==> src/rtl/dfls_pkg.sv <==
package dfls_pkg;
  localparam int HALF_W = 16;
  localparam int NWORDS = 16;

  // Tap positions in full format (whole words)
  localparam int FULL_T0 = 15;
  localparam int FULL_T1 = 11;
  localparam int FULL_T2 = 5;
  localparam int FULL_T3 = 0;

  // Tap pairing in 31-bit format: first named piece is the upper half of the tap
  localparam int RG_T0_TOP = 15;
  localparam int RG_T0_BOT = 14;
  localparam int RG_T1_BOT = 11;
  localparam int RG_T1_TOP = 9;
  localparam int RG_T2_BOT = 7;
  localparam int RG_T2_TOP = 5;
  localparam int RG_T3_BOT = 2;
  localparam int RG_T3_TOP = 0;
endpackage

==> src/rtl/dfls_half_cell.sv <==
module dfls_half_cell #(
  parameter int W = 16
) (
  input  logic         clk,
  input  logic         rst,
  input  logic         ld,
  input  logic [W-1:0] ld_d,
  input  logic         wr,
  input  logic [W-1:0] wr_d,
  input  logic         sh,
  input  logic [W-1:0] sh_d,
  output logic [W-1:0] q
);
  // Priority: parallel load, then tail write, then shift
  always_ff @(posedge clk) begin
    if (rst)     q <= '0;
    else if (ld) q <= ld_d;
    else if (wr) q <= wr_d;
    else if (sh) q <= sh_d;
  end
endmodule

==> src/rtl/dfls_word_split.sv <==
module dfls_word_split #(
  parameter int HALF_W = 16,
  localparam int WORD_W = 2 * HALF_W
) (
  input  logic              fmt31,
  input  logic [WORD_W-1:0] word,
  output logic [HALF_W-1:0] hi,
  output logic [HALF_W-1:0] lo
);
  // 31-bit format: upper piece starts one bit lower so it overlaps the lower piece
  always_comb begin
    hi = fmt31 ? word[WORD_W-2 -: HALF_W] : word[WORD_W-1 -: HALF_W];
    lo = word[HALF_W-1:0];
  end
endmodule

==> src/rtl/dfls_tap_read.sv <==
module dfls_tap_read
  import dfls_pkg::*;
#(
  parameter int HALF_W = dfls_pkg::HALF_W,
  parameter int NWORDS = dfls_pkg::NWORDS,
  localparam int WORD_W = 2 * HALF_W,
  localparam int IDX_W = $clog2(NWORDS)
) (
  input  logic                           clk,
  input  logic                           rst,
  input  logic                           fmt31,
  input  logic [NWORDS-1:0][HALF_W-1:0]  hi_q,
  input  logic [NWORDS-1:0][HALF_W-1:0]  lo_q,
  input  logic [IDX_W-1:0]               rd_idx,
  output logic [WORD_W-1:0]              rd_word,
  output logic [WORD_W-1:0]              tap0,
  output logic [WORD_W-1:0]              tap1,
  output logic [WORD_W-1:0]              tap2,
  output logic [WORD_W-1:0]              tap3
);
  function automatic logic [WORD_W-1:0] merge_halves(input logic f,
                                                    input logic [HALF_W-1:0] h,
                                                    input logic [HALF_W-1:0] l);
    merge_halves = f ? {1'b0, h, l[HALF_W-2:0]} : {h, l};
  endfunction

  logic [WORD_W-1:0] t0_n, t1_n, t2_n, t3_n;

  always_comb begin
    if (fmt31) begin
      t0_n = {hi_q[RG_T0_TOP], lo_q[RG_T0_BOT]};
      t1_n = {lo_q[RG_T1_BOT], hi_q[RG_T1_TOP]};
      t2_n = {lo_q[RG_T2_BOT], hi_q[RG_T2_TOP]};
      t3_n = {lo_q[RG_T3_BOT], hi_q[RG_T3_TOP]};
    end else begin
      t0_n = {hi_q[FULL_T0], lo_q[FULL_T0]};
      t1_n = {hi_q[FULL_T1], lo_q[FULL_T1]};
      t2_n = {hi_q[FULL_T2], lo_q[FULL_T2]};
      t3_n = {hi_q[FULL_T3], lo_q[FULL_T3]};
    end
  end

  always_ff @(posedge clk) begin
    if (rst) begin
      rd_word <= '0;
      tap0    <= '0;
      tap1    <= '0;
      tap2    <= '0;
      tap3    <= '0;
    end else begin
      rd_word <= merge_halves(fmt31, hi_q[rd_idx], lo_q[rd_idx]);
      tap0    <= t0_n;
      tap1    <= t1_n;
      tap2    <= t2_n;
      tap3    <= t3_n;
    end
  end
endmodule

==> src/rtl/dual_fmt_lfsr_store.sv <==
module dual_fmt_lfsr_store #(
  parameter int HALF_W = dfls_pkg::HALF_W,
  parameter int NWORDS = dfls_pkg::NWORDS,
  localparam int WORD_W = 2 * HALF_W,
  localparam int IDX_W = $clog2(NWORDS),
  localparam int TAIL = NWORDS - 1
) (
  input  logic                     clk,
  input  logic                     rst,
  input  logic                     fmt31,
  input  logic                     load_en,
  input  logic [NWORDS*WORD_W-1:0] load_bus,
  input  logic                     shift_en,
  input  logic                     tail_we,
  input  logic [WORD_W-1:0]        tail_word,
  input  logic [IDX_W-1:0]         rd_idx,
  output logic [WORD_W-1:0]        rd_word,
  output logic [WORD_W-1:0]        tap0,
  output logic [WORD_W-1:0]        tap1,
  output logic [WORD_W-1:0]        tap2,
  output logic [WORD_W-1:0]        tap3,
  output logic [WORD_W-1:0]        tail_shadow
);
  logic [NWORDS-1:0][HALF_W-1:0] hi_q, lo_q;
  logic [NWORDS-1:0][HALF_W-1:0] ld_hi, ld_lo;
  logic [HALF_W-1:0]             tw_hi, tw_lo;

  dfls_word_split #(.HALF_W(HALF_W)) u_tail_split (
    .fmt31(fmt31), .word(tail_word), .hi(tw_hi), .lo(tw_lo)
  );

  for (genvar i = 0; i < NWORDS; i++) begin : g_word
    dfls_word_split #(.HALF_W(HALF_W)) u_ld_split (
      .fmt31(fmt31), .word(load_bus[i*WORD_W +: WORD_W]),
      .hi(ld_hi[i]), .lo(ld_lo[i])
    );
    if (i == TAIL) begin : g_tail
      dfls_half_cell #(.W(HALF_W)) u_hi (
        .clk(clk), .rst(rst), .ld(load_en), .ld_d(ld_hi[i]),
        .wr(tail_we), .wr_d(tw_hi), .sh(1'b0), .sh_d('0), .q(hi_q[i])
      );
      dfls_half_cell #(.W(HALF_W)) u_lo (
        .clk(clk), .rst(rst), .ld(load_en), .ld_d(ld_lo[i]),
        .wr(tail_we), .wr_d(tw_lo), .sh(1'b0), .sh_d('0), .q(lo_q[i])
      );
    end else begin : g_body
      dfls_half_cell #(.W(HALF_W)) u_hi (
        .clk(clk), .rst(rst), .ld(load_en), .ld_d(ld_hi[i]),
        .wr(1'b0), .wr_d('0), .sh(shift_en), .sh_d(hi_q[i+1]), .q(hi_q[i])
      );
      dfls_half_cell #(.W(HALF_W)) u_lo (
        .clk(clk), .rst(rst), .ld(load_en), .ld_d(ld_lo[i]),
        .wr(1'b0), .wr_d('0), .sh(shift_en), .sh_d(lo_q[i+1]), .q(lo_q[i])
      );
    end
  end

  // Second copy of the tail, kept in word form for a direct read
  always_ff @(posedge clk) begin
    if (rst)
      tail_shadow <= '0;
    else if (load_en)
      tail_shadow <= fmt31 ? {1'b0, ld_hi[TAIL], ld_lo[TAIL][HALF_W-2:0]}
                           : {ld_hi[TAIL], ld_lo[TAIL]};
    else if (tail_we)
      tail_shadow <= fmt31 ? {1'b0, tw_hi, tw_lo[HALF_W-2:0]} : {tw_hi, tw_lo};
  end

  dfls_tap_read #(.HALF_W(HALF_W), .NWORDS(NWORDS)) u_taps (
    .clk(clk), .rst(rst), .fmt31(fmt31), .hi_q(hi_q), .lo_q(lo_q),
    .rd_idx(rd_idx), .rd_word(rd_word),
    .tap0(tap0), .tap1(tap1), .tap2(tap2), .tap3(tap3)
  );
endmodule

==> config.mk <==
export PLATFORM = sky130hd
export DESIGN_NAME = dual_fmt_lfsr_store
export DESIGN_NICKNAME = d
export VERILOG_FILES = /design/src/rtl/dfls_pkg.sv /design/src/rtl/dfls_half_cell.sv /design/src/rtl/dfls_word_split.sv /design/src/rtl/dfls_tap_read.sv /design/src/rtl/dual_fmt_lfsr_store.sv
export SDC_FILE = /design/constraint.sdc
export NUM_CORES = 1
export LEC_CHECK = 0
export BUFFER_PORTS_ARGS = -buffer_cell sky130_fd_sc_hd__buf_2
export CAP_MARGIN = 10
export CORE_ASPECT_RATIO = 1.1
export CORE_UTILIZATION = 53
export CTS_CLUSTER_DIAMETER = 200
export DETAILED_ROUTE_END_ITERATION = 6
export PLACE_DENSITY = 0.76
export SLEW_MARGIN = 15
export SYNTH_ARGS = -nofsm -noshare
export SYNTH_HDL_FRONTEND = slang
export SYNTH_HIERARCHICAL = 1
export SYNTH_SLANG_ARGS = --single-unit
==> constraint.sdc <==
create_clock -name clk -period 1.8 [get_ports clk]
set_input_delay 0.36 -clock clk [delete_from_list [all_inputs] [get_ports clk]]
set_output_delay 0.36 -clock clk [all_outputs]
set_load 0.02 [all_outputs]
==> summary.txt, run 1 <==
Multi-input logic area - 0.0306 mm²
Postcts setup bufs - 0
Met1 usage - 52.4%
Overall power - 0.0469 W
Most used DFF post-synth - dfxtp_1
GR peak layer - met2
Post-synth ARST share - 0%
DRT Wirelength - 190,000 µm
Remaining antenna violation count after routing - 0
DR vias/cell - 5.94
Sequential Area - 0.0141 mm²
Vias - 41,700
WS Path Type - flop to flop
Max Freq - 579 MHz
DRT Pass-1 Iters - 6
Slowest-stage cell, CP - mux4_2
Slowest stage delay, CP - 0.48 ns
Max Buffers Root-to-Sink - 3
Sink Count - 704
Initial core utilization - 53.8%
I/O pin count - 746
Period utilisation layout - 96.0%
Area growth, synth to finish - 21.7%
Worst setup SP type - flop
Setup tns final - 0 ns
Worst EP arrival - 2.26 ns
First-pass GRT wire length - 269,000 µm
Synth Area per Inst - 10.5 µm²
Die outline width - 285 µm
Worst min path class - input pin to flop
Clk_lat worst skew - 0.64 ns
Gr usage total - 40.8%
Met2 Track Usage GR - 63.3%
Max IR drop VDD - 0.000740 V
Worst clock skew - 0.0187 ns
Layout cells sized above 1 - 31.2%
Min Tclk post-route - 1.73 ns
Synth unique cells - 46
Final count of negative-setup-slack endpoints - 0
Leakage power - 26.2 nW
WL/cell - 27.1 µm
Most frequent cells in the layout - 739 x buf_2, 726 x conb_1, 704 x dfxtp_1
Post-synth EDFFs - 0
Root buf cell - clkbuf_16
Fillers - 7,075
CP endpoint kind - flop
Critical Path, Cell by Cell - mux4_2 > nor2b_1 > a211oi_2 > buf_4 > a21oi_1 > o21a_1
Vias in the first global route - 39,600
Core area - 0.0870 mm²
Post-Synthesis Cells - 4,448
Die H - 314 µm
M3 GR Usage - 8.29%
Status - finished clean
Worst Path Max Fanout - 3
Synthesized area - 0.0468 mm²
Number of synthesized register bits - 704
Slew Viols, Final - 0
Placed insts - 6,859
Slew @ Worst Pin - 1.08 ns
CP required - 2.33 ns
Nets - 6,356
Max cap viols - 0
Num rows - 113
CTS buffer count - 78
I/O Buffers - 745
Hold_ws - 0.0217 ns
DR DRC count - 0
Yosys warns - 6
DP HPWL - 155,000 µm
Hold Fails Final Rpt - 0
Sequential fraction of the synthesis area - 30.1%
Initial antenna violation count - 31
GRT Residual Overflow - 0
DRT iter0 DRCs - 4,567
Pin count of the biggest net entering global routing - 64
Non-filler cells in the finished layout - 7,021
Placer Congestion - 1.08
CTS tree - built
DP Worst Slack - -0.315 ns
Number of H-tree levels - 3
RSZ-0062 raised after global routing - false
Clock-pin slew on the worst setup and hold paths - 0.07 ns
Relative max-transition margin - 27.4%
Most common cell after layout, fill and taps aside - buf_2
Power Density - 823 mW/mm²
Post-route worst setup slack - 0.0722 ns
Die area - 0.0895 mm²
worst max-delay path, delay by kind of cell, from the launching register on:
kind / cells / cell delay [ns]
buf+inv: 1 / 0.16
compound gates: 3 / 0.43
simple gates: 1 / 0.16
mux: 1 / 0.48
flops: 1 / 0.40
metrics by stage:
step / cell area [µm²] / util (%)
4_1_cts: 57000 / 65.5
3_3_place_gp: 54100 / 62.2
5_1_grt: 57000 / 65.5
6_report: 57000 / 65.5
2_1_floorplan: 49600 / -
3_5_place_dp: 54100 / 62.2
area by class of cell:
class,instances,share of cell area (%)
antenna,9,0.0395
clock buffer,119,4.22
clock inverter,21,0.586
multi-input combinational,3814,53.7
sequential,704,24.7
tap,1150,2.53
timing repair buffer,1204,14.2
power breakdown:
| group | switching [W] | internal [W] | total, W | leakage [nW] |
|---|---|---|---|---|
| registers | 0.00170 | 0.0169 | 0.0186 | 5.84 |
| logic | 0.00556 | 0.00540 | 0.0110 | 19.0 |
| clock network | 0.00699 | 0.0104 | 0.0173 | 1.33 |
| total | 0.0142 | 0.0326 | 0.0469 | 26.2 |
what timing repair did:
| item | CTS | global route |
|---|---|---|
| endpoints found under the setup margin | 0 | 1 |
| hold buffers | 13 | 0 |
| hold endpoints to repair | 13 | 0 |
| resized for setup | 0 | 1 |
final timing paths:
path	depth (start not counted)	slack, ns	end	startpoint
setup reg to reg	6	0.07	u_taps/rd_word[23]	g_word[4].g_body.u_hi/q[7]
hold / removal	3	0.02	tail_shadow[8]	load_bus[488]
setup / recovery	6	0.07	u_taps/rd_word[23]	g_word[4].g_body.u_hi/q[7]
hold reg to reg	2	0.46	tail_shadow[26]	tail_shadow[26]
metal layers:
layer	wire, µm	share of wire, %
met3	18900	9.9
met2	83000	44
met5	103	0.054
met4	12500	6.6
met1	75800	40
Yosys cell counts (2+ instances only):
cell type,number,share of area [%]
buf_4,345,5.5
or2b_1,224,3.6
mux2_1,10,0.24
and2b_1,32,0.51
or3_1,14,0.19
mux2i_1,189,4.0
a221o_1,12,0.26
o211ai_2,9,0.24
a22oi_1,4,0.064
buf_2,60,0.64
o21a_1,14,0.22
nor2b_1,527,7.0
dfxtp_1,704,30
o221ai_2,2,0.064
nor2_1,128,1.0
buf_8,3,0.096
mux4_2,109,5.2
o211ai_1,7,0.11
a221oi_1,14,0.26
a211o_1,512,9.6
nor4_4,32,1.5
nor3_1,34,0.36
a32o_1,512,11
o22ai_1,13,0.17
buf_12,21,0.90
mux2_2,140,3.4
clkbuf_1,121,0.97
buf_1,14,0.11
a211oi_1,12,0.19
nand2_1,21,0.17
nor2_2,34,0.45
a21oi_1,13,0.14
buf_6,91,2.2
o221ai_1,2,0.037
mux2_4,170,5.5
or2_2,2,0.027
nand2b_1,288,3.8
registers in the layout (all words and copies together) (netlist names):
register	cells
g_word.g_body.u_hi/q	240
g_word.g_body.u_lo/q	240
tail_shadow	32
u_taps/rd_word	32
u_taps/tap0	32
u_taps/tap1	32
u_taps/tap2	32
u_taps/tap3	32
g_word.g_tail.u_hi/q	16
g_word.g_tail.u_lo/q	16
kinds of logic (layout without fill, tap and decap cells):
| logic type | count (synthesis) | count (layout) | synth area share (%) |
|---|---|---|---|
| other cells | 1 | 735 | 0.00801 |
| compound gates | 1129 | 1129 | 22.4 |
| buf+inv | 655 | 1344 | 10.4 |
| mux | 618 | 618 | 18.3 |
| simple gates | 1341 | 1341 | 18.8 |
| flops | 704 | 704 | 30.1 |
Note: power is estimated with default switching activity, not from simulation.
==> inputs of run 2 (changes only) <==
--- a/config.mk
+++ b/config.mk
@@ -8,10 +8,10 @@
 export BUFFER_PORTS_ARGS = -buffer_cell sky130_fd_sc_hd__buf_2
 export CAP_MARGIN = 10
 export CORE_ASPECT_RATIO = 1.1
-export CORE_UTILIZATION = 53
+export CORE_UTILIZATION = 30
 export CTS_CLUSTER_DIAMETER = 200
 export DETAILED_ROUTE_END_ITERATION = 6
-export PLACE_DENSITY = 0.76
+export PLACE_DENSITY = 0.47
 export SLEW_MARGIN = 15
 export SYNTH_ARGS = -nofsm -noshare
 export SYNTH_HDL_FRONTEND = slang
==> constraint.sdc (replaced) <==
create_clock -name clk -period 1.8 [get_ports clk]
set_input_delay 0.36 -clock clk [delete_from_list [all_inputs] [get_ports clk]]
set_output_delay 0.36 -clock clk [all_outputs]
set_load 0.1 [all_outputs]
==> summary.txt, run 2 (synthesis results as in run 1) <==
Status - finished clean (unchanged)
Die H - 416 µm (was 314 µm)
Post-layout util - 39.8% (was 65.5%)
DP HPWL - 190,000 µm (was 155,000 µm)
Largest regs - g_word.g_body.u_hi/q: 240 flops, g_word.g_body.u_lo/q: 240 flops (unchanged)
Worst EP arrival - 1.41 ns (was 2.26 ns)
R2R Path Start - g_word[14].g_body.u_hi/q[4] (was g_word[4].g_body.u_hi/q[7])
Placed insts - 7,874 (was 6,859)
RSZ-0062 raised after global routing - false (unchanged)
DR vias/cell - 5.03 (was 5.94)
Initial core utilization - 30.3% (was 53.8%)
Top cell family by delay on the critical path - flip-flops (was multiplexers)
Non-filler cells in the finished layout - 8,186 (was 7,021)
Critical hold path startpoint - load_bus[166] (was load_bus[488])
Clock power frac - 38.2% (was 37.0%)
DRT Wirelength - 229,000 µm (was 190,000 µm)
Relative max-transition margin - 23.1% (was 27.4%)
Fillers - 15,600 (was 7,075)
Min Tclk post-route - 1.77 ns (was 1.73 ns)
Max cap viols - 0 (unchanged)
I/O Buffers - 745 (unchanged)
Vias in the first global route - 39,900 (was 39,600)
DRT Pass-1 Iters - 6 (unchanged)
Clock-pin slew on the worst setup and hold paths - 0.06 ns (was 0.07 ns)
Slew @ Worst Pin - 1.15 ns (was 1.08 ns)
Nets - 6,580 (was 6,356)
Worst Setup SP - u_taps/rd_word[28] (was g_word[4].g_body.u_hi/q[7])
Number of H-tree levels - 3 (unchanged)
I/O pin count - 746 (unchanged)
Most common cell after layout, fill and taps aside - conb_1 (was buf_2)
Worst min path class - input pin to flop (unchanged)
Gr usage total - 28.1% (was 40.8%)
CP required - 1.44 ns (was 2.33 ns)
Slew Viols, Final - 0 (unchanged)
First-pass GRT wire length - 312,000 µm (was 269,000 µm)
DR DRC count - 0 (unchanged)
Reg2Reg Depth - 6 (unchanged)
Pin count of the biggest net entering global routing - 62 (was 64)
Num rows - 151 (was 113)
Max Buffers Root-to-Sink - 3 (unchanged)
Worst setup SP type - flop (unchanged)
Critical Path, Cell by Cell - buf_6 (was mux4_2 > nor2b_1 > a211oi_2 > buf_4 > a21oi_1 > o21a_1)
Hold path cells - 3 (unchanged)
Root buf cell - clkbuf_16 (unchanged)
Layout cells sized above 1 - 32.6% (was 31.2%)
WS Path Type - flop to primary output (was flop to flop)
WL/cell - 28.0 µm (was 27.1 µm)
Postcts setup bufs - 0 (unchanged)
Comb pwr share - 26.2% (was 23.4%)
Overall power - 0.0530 W (was 0.0469 W)
Die area - 0.158 mm² (was 0.0895 mm²)
DRT iter0 DRCs - 3,572 (was 4,567)
Most frequent cells in the layout - 726 x conb_1, 675 x dfxtp_1, 611 x buf_4 (was 739 x buf_2, 726 x conb_1, 704 x dfxtp_1)
Max IR drop VDD - 0.000693 V (was 0.000740 V)
P_sw - 0.0177 W (was 0.0142 W)
Max Freq - 565 MHz (was 579 MHz)
Initial antenna violation count - 49 (was 31)
Core area - 0.155 mm² (was 0.0870 mm²)
Die outline width - 379 µm (was 285 µm)
Sink Count - 704 (unchanged)
Slowest-stage cell, CP - dfxtp_2 (was mux4_2)
Slowest stage delay, CP - 0.44 ns (was 0.48 ns)
CTS buffer count - 90 (was 78)
CTS tree - built (unchanged)
Stages on worst setup path - 1 (was 6)
Reg power frac - 35.6% (was 39.7%)
Sw frac - 33.3% (was 30.4%)
WP buf/inv - 1 (unchanged)
Worst Path Max Fanout - 1 (was 3)
Internal - 0.0354 W (was 0.0326 W)
Hold Fails Final Rpt - 0 (unchanged)
Final count of negative-setup-slack endpoints - 0 (unchanged)
Placer Congestion - 0.964 (was 1.08)
Period utilisation layout - 98.3% (was 96.0%)
Worst clock skew - 0.0288 ns (was 0.0187 ns)
Vias - 41,200 (was 41,700)
CP endpoint kind - primary output (was flop)
Leakage power - 27.5 nW (was 26.2 nW)
Power Density - 862 mW/mm² (was 823 mW/mm²)
Area growth, synth to finish - 31.4% (was 21.7%)
Clk_lat worst skew - 0.72 ns (was 0.64 ns)
Remaining antenna violation count after routing - 0 (unchanged)
GRT Residual Overflow - 0 (unchanged)
[run 2: cell types whose count changed in the layout (fill, tap and decap cells not counted), moves of 8 or more]
cell           delta
buf_4           +228
buf_2           -192
dlygate4sd3_1   +112
buf_6            +29
dfxtp_1          -29
dfxtp_2          +26
buf_8            +19
buf_12           +16
diode_2          +11
bufinv_16         +8
[run 2: area by class of cell]
type | instances | area, µm² | area share, %
Sequential cell | 704 | 14100 | 23.0
Tap cell | 2065 | 2580 | 4.20
Multi-Input combinational cell | 3814 | 30600 | 49.8
Clock buffer | 126 | 2610 | 4.24
Timing Repair Buffer | 1416 | 10900 | 17.7
Clock inverter | 41 | 662 | 1.08
Antenna cell | 20 | 50.0 | 0.0813
[run 2: path summary, 6_finish.rpt]
path / end / slack (ns)
setup reg to reg: u_taps/rd_word[19] / 0.06
hold reg to reg: tail_shadow[31] / 0.47
hold / removal: g_word[5].g_body.u_lo/q[6] / 0.03
setup / recovery: rd_word[28] / 0.03
[run 2: through the flow]
step | hold slack, ns | TNS [ns] | area (µm²) | setup WS (ns)
final | 0.0295 | 0 | 61500 | 0.0300
after global routing | 0.0133 | 0 | 61500 | 0.00475
after CTS | 0.000194 | 0 | 61500 | 0.00412
after detailed placement | 0.451 | -77.92 | 56100 | -0.430
after global placement | 0.452 | -77.94 | 56100 | -0.400
after floorplan | 0.450 | -1.52 | 49600 | -0.107
[run 2: power by group through the flow]
stage	Combinational, W	Sequential, W	Clock [W]
5_1_grt	0.0146	0.0189	0.0212
6_report	0.0139	0.0189	0.0203
2_1_floorplan	0.00678	0.0201	0
3_3_place_gp	0.0131	0.0191	0
3_5_place_dp	0.0132	0.0190	0
4_1_cts	0.0137	0.0188	0.0207
[run 2: repair_timing]
action,in CTS,in global routing
hold endpoints to repair,116,0
pin swaps,0,0
hold buffers,125,0
resized for setup,295,6
setup endpoints to repair,192,5
[run 2: per-layer routing]
metal	track usage, %	up-vias	wire (µm)
met4	8.85	46	7740
li1	-	19100	-
met5	0	-	255
met3	5.72	276	17000
met1	39.1	20100	104000
met2	43.1	1586	100000
